==> src/rtl/ling_adder.sv <==
module ling_adder #(
  parameter int W = 16
) (
  input  logic [W-1:0] a,
  input  logic [W-1:0] b,
  input  logic         cin,
  output logic [W-1:0] sum,
  output logic         cout,
  output logic         ovf
);
  localparam int OFS = 5;
  localparam int XW  = W + OFS;

  if (W < 4 || (W % 4) != 0) begin : g_width_bad
    $error("ling_adder: W must be a positive multiple of 4");
  end

  logic [W-1:0]  p;
  logic [XW-1:0] gx;
  logic [XW-1:0] tx;
  logic [W:0]    c;

  assign p  = a ^ b;
  assign gx = {a & b, cin, 4'b0000};
  assign tx = {a | b, 1'b1, 4'b0000};

  for (genvar i = 0; i <= W; i++) begin : g_bit
    logic h;
    logic hback;
    if (i >= 4) begin : g_back
      assign hback = g_bit[i-4].h;
    end else begin : g_noback
      assign hback = 1'b0;
    end
    assign h = gx[i+OFS-1]
             | gx[i+OFS-2]
             | (tx[i+OFS-2] & gx[i+OFS-3])
             | (tx[i+OFS-2] & tx[i+OFS-3] & gx[i+OFS-4])
             | (tx[i+OFS-2] & tx[i+OFS-3] & tx[i+OFS-4] & tx[i+OFS-5] & hback);
    assign c[i] = tx[i+OFS-1] & h;
  end

  assign sum  = p ^ c[W-1:0];
  assign cout = c[W];
  assign ovf  = c[W] ^ c[W-1];
endmodule


==> config.mk <==
export PLATFORM = sky130hd
export DESIGN_NAME = ling_adder
export DESIGN_NICKNAME = d
export VERILOG_FILES = /design/src/rtl/ling_adder.sv
export SDC_FILE = /design/constraint.sdc
export NUM_CORES = 1
export LEC_CHECK = 0
export CORE_AREA = 8 8 66 68
export DETAILED_ROUTE_END_ITERATION = 8
export DIE_AREA = 0 0 74 76
export GPL_ROUTABILITY_DRIVEN = 0
export GPL_TIMING_DRIVEN = 0
export PLACE_DENSITY = 0.72
export SYNTH_ARGS = -nofsm -noshare
export SYNTH_HDL_FRONTEND = slang
export SYNTH_SLANG_ARGS = --single-unit
==> constraint.sdc <==
create_clock -name vclk -period 5.5
set_clock_uncertainty 0.05 [all_clocks]
set_input_delay 0.55 -clock vclk [all_inputs]
set_output_delay 0.55 -clock vclk [all_outputs]
set_load 0.01 [all_outputs]
# Word level (Yosys, flattened, before mapping)
# Index checks and enable logic that the tools add are counted.
# W data, S select, Z words.
[totals]
elab_cells = 160
output_inout_bits = 18
inputBits = 33
ff_bits = 0
[classes]
bitwise_logic = 160
[op_table]
columns = ["operator", "count"]
rows = [
  ["$and A1 B1 Y1", 97],
  ["$or A1 B1 Y1", 58],
  ["$xor A16 B16 Y16", 2],
  ["$and A16 B16 Y16", 1],
  ["$or A16 B16 Y16", 1],
  ["$xor A1 B1 Y1", 1],
]

# Logic depth before layout (Yosys ltp)
[logic_depth]
ltp_word = 13
depth_mapped = 8
ltp_nobuf = 8

# Worst setup path after synthesis
# OpenSTA, ideal clock, no wires.
[synth_timing]
path_kind = "in2out"
from = "input port a[2]"
to = "output port ovf"
path_slack_ns = 2.771
path_buffers = 0
path_stages = 8
t_required_ns = 4.900
arrival_ns = 2.129
cell_sequence = "inv_1 > ha_1 > and2b_2 > o31ai_1 > nand3_2 > a2111oi_4 > o22ai_2 > xor2_1"
[synth_between]
elab_chain_len = 13
word_cells_on_any_way = 30
classes_between = "30 x bitwise"
[synth_lines]
columns = ["item", "line", "source"]
rows = [
  ["start: declaration", "4", "input logic [W-1:0] a,"],
  ["$and A16 B16 Y16 / $or A16 B16 Y16 (equally long branches)", "24, 25", ""],
  ["$or A1 B1 Y1, or another cell as far along", "36", "| gx[i+OFS-2]"],
  ["$or A1 B1 Y1, or another cell as far along", "37", "| (tx[i+OFS-2] & gx[i+OFS-3])"],
  ["$or A1 B1 Y1 / $and A1 B1 Y1 (equally long branches)", "38, 39", ""],
  ["$or A1 B1 Y1 *", "39", "| (tx[i+OFS-2] & tx[i+OFS-3] & tx[i+OFS-4] & tx[i+OFS-5] & hback);"],
  ["$and A1 B1 Y1 *", "39", ""],
  ["$or A1 B1 Y1 *", "39", ""],
  ["$and A1 B1 Y1 *", "39", ""],
  ["$or A1 B1 Y1 *", "39", ""],
  ["$and A1 B1 Y1 *", "39", ""],
  ["$or A1 B1 Y1 *", "39", ""],
  ["$and A1 B1 Y1 *", "40", "assign c[i] = tx[i+OFS-1] & h;"],
  ["net cout", "8", "output logic cout,"],
  ["$xor A1 B1 Y1 *", "45", "assign ovf = c[W] ^ c[W-1];"],
  ["end: declaration", "9", "output logic ovf"],
]
# Mark *: on every way through the listed nets, which the timed path passes. The rest lies on a longest branch.

# Final worst setup path
[layout_timing]
from = "input port a[1]"
to = "output port sum[15]"
[layout_between]
elab_chain_len = 12
word_cells_on_any_way = 16
classes_between = "16 x bitwise"
[layout_lines]
columns = ["item", "line", "source"]
rows = [
  ["$and A16 B16 Y16 / $or A16 B16 Y16 (equally long branches)", "24, 25", ""],
  ["$or A1 B1 Y1, or another cell as far along", "36", ""],
  ["$or A1 B1 Y1 / $and A1 B1 Y1 (equally long branches)", "37, 38", ""],
  ["$or A1 B1 Y1 *", "38", "| (tx[i+OFS-2] & tx[i+OFS-3] & gx[i+OFS-4])"],
  ["$and A1 B1 Y1 *", "39", ""],
  ["$or A1 B1 Y1 *", "39", ""],
  ["$and A1 B1 Y1 *", "39", ""],
  ["$or A1 B1 Y1 *", "39", ""],
  ["$and A1 B1 Y1 *", "39", ""],
  ["$or A1 B1 Y1 *", "39", ""],
  ["$and A1 B1 Y1 *", "40", ""],
  ["$xor A16 B16 Y16 *", "43", "assign sum = p ^ c[W-1:0];"],
  ["end: declaration", "7", "output logic [W-1:0] sum,"],
]
# Every way passes the cells marked *; elsewhere a longest branch is shown, timed or not.

==> flow_summary.toml <==
[critical_path]
crit_fanout = 5
cp-start-kind = "input pin"
cp.required_ns = 4.90
worstPathCellList = "clkdlybuf4s50_1, inv_1, ha_1, or3b_2, a31oi_1, a221o_2, nand3_1, nand2_1, xor2_1, clkdlybuf4s50_1"
slowest_delay_ns = 0.56
end_kind = "output port"
cp.arrival_ns = 3.27
cp_slowest_cell = "clkdlybuf4s50_1"
path_common_cell = "clkdlybuf4s50_1"
worstSetupPathType = "in -> out"

[synthesis]
ys_types = 32
yosysTopAreaCell = "ha_1"
ys_seq_area_share_pct = 0
synthMuxAreaShare_pct = 0
synth_common_cells = "inv_1, ha_1, nor2_1, xor2_1, a21oi_1"
synth_top_area_share_pct = 34.93
synth-compound-area-share_pct = 21.96
synth-simple-area-share_pct = 18.36
ys_top_cells_by_area = "ha_1, inv_1, xor2_1, nor2_1, a21oi_1"
yosysWarnings = 0
synth_nets = 244
netlist_instances = 175
synth_fa_ha_area_share_pct = 36.53
yosysMostFrequentCell = "inv_1"
synth.avg_cell_area_um2 = 7.164
synthXorXnorAreaFrac_pct = 11.18
syn-cell-area_mm2 = 0.001254
synth_top_family_by_area = "adder cells"

[clock_tree]
post_cts_buffers = 0
cts_hold_buf = 0
cts_resized = 0

[detailed_routing]
wl_per_cell_um = 11.42
drtIter0Drc = 52
drcViolationCount = 0
vias_per_cell = 4.723
routed_wl_um = 3128
first_pass_iters = 4
vias = 1294
ant_nets = 0

[timing]
fmax_mhz = 258.4
tns_ns = 0
maxSlewViolCount = 0
finalCritPeriodShare_pct = 70.37
setup_violations = 0
finalHoldViolCount = 0
grt_setup_unrepaired = "false"
fin_crit_ns = 3.870
worstMarginPinSlew_ns = 0.6260
slew_headroom_pct = 57.88

[pwr]
powerDensity_mw_per_mm2 = 114.1
irDropWorstVdd_uv = 54.94
leakagePower_nw = 0.9037

[hold_path]
hold_path_class = "in -> out"

[floorplan]
die-area_mm2 = 0.005624
fp.dieH_um = 76
initial_core_util_pct = 36.44
core_area_mm2 = 0.003441
row_count = 22
die_w_um = 74
io_pins = 51

[grt]
grt_pass1_vias = 1235
grt.overflow.total = 0
grt_max_degree = 8
antenna_found_initial = 0
gr-usage-all-layers_pct = 10.91
grt_pass1_wl_um = 5361

[outcome]
status = "complete, no violations"

[final_layout]
area_delta_synth_final_pct = 45.51
multi_input_area_mm2 = 0.001104
insertedDiodeCount = 0
final_nets = 297
seqCellArea_um2 = 0
fillers = 356
final_util_pct = 53.02
drive_gt1_share_pct = 3.982
clockBufferCount = 0
seq_cells = 0

[placement]
dp_hpwl_um = 2764
portBuffers = 51

[flow_run]
cap_violations = 0
[metal layers]
layer	GRT usage, %	part of all wire (%)	vias up
li1	-	-	680
met1	15.13	48	585
met2	18.22	47	29
met3	1.184	5.5	0
met4	0	0	0
met5	0	0	-
[worst max-delay path: cells and delay by family]
family / cells / cell delay (ns)
XOR/XNOR: 1 / 0.15
AO/OA/AOI/OAI: 2 / 0.53
adder cells (fa/ha/maj): 1 / 0.24
AND/OR/NAND/NOR: 3 / 0.68
buffers and inverters: 3 / 1.13
[where the power goes]
| part | internal [mW] | total (mW) | switching (mW) | leakage (nW) |
|---|---|---|---|---|
| sequential | 0 | 0 | 0 | 0 |
| clock | 0 | 0 | 0 | 0 |
| combinational | 0.115 | 0.208 | 0.0930 | 0.904 |
| total | 0.115 | 0.208 | 0.0930 | 0.904 |
[path summary, 6_finish.rpt]
path | end | cells past startpoint | slack, ns | start
max | sum[15] | 10 | 1.63 | a[1]
min | sum[9] | 5 | 2.20 | b[9]
[through the flow]
stage               std cells  power, mW  worst slack (ns)  instance area (um2)  hold slack [ns]
finish                    274     0.2082             1.630                 1824            2.195
CTS                       274     0.2105             1.607                 1824            2.204
global route              274     0.2291             1.482                 1824            2.245
floorplan                 175     0.1073             2.771                 1254            1.236
global placement          274     0.2075             1.624                 1824            2.194
detailed placement        274     0.2090             1.608                 1824            2.194
[layout by cell type, fill, tap and decap left out, types with 3 or more instances in the layout]
cell	instances
nand2_1	4
ha_1	35
xnor2_1	3
o21ai_0	7
clkdlybuf4s50_1	51
a21oi_1	12
nor4_1	4
inv_1	40
xor2_1	13
nor3_1	6
nor2_1	22
nor2b_1	3
[final cells by class]
cell class | instances | share of cell area, %
tap | 48 | 3.292
inverter | 40 | 8.230
multi-input combinational | 135 | 60.49
timing repair buffer | 51 | 27.98
[logic make-up after synthesis]
| kind of cell | Yosys count |
|---|---|
| xor gates and xnor gates | 16 |
| AOI/OAI and AO/OA | 36 |
| buffers and inverters | 40 |
| adders and majority gates | 36 |
| and+or+nand+nor | 47 |
Note: power is estimated with default switching activity, not from simulation.
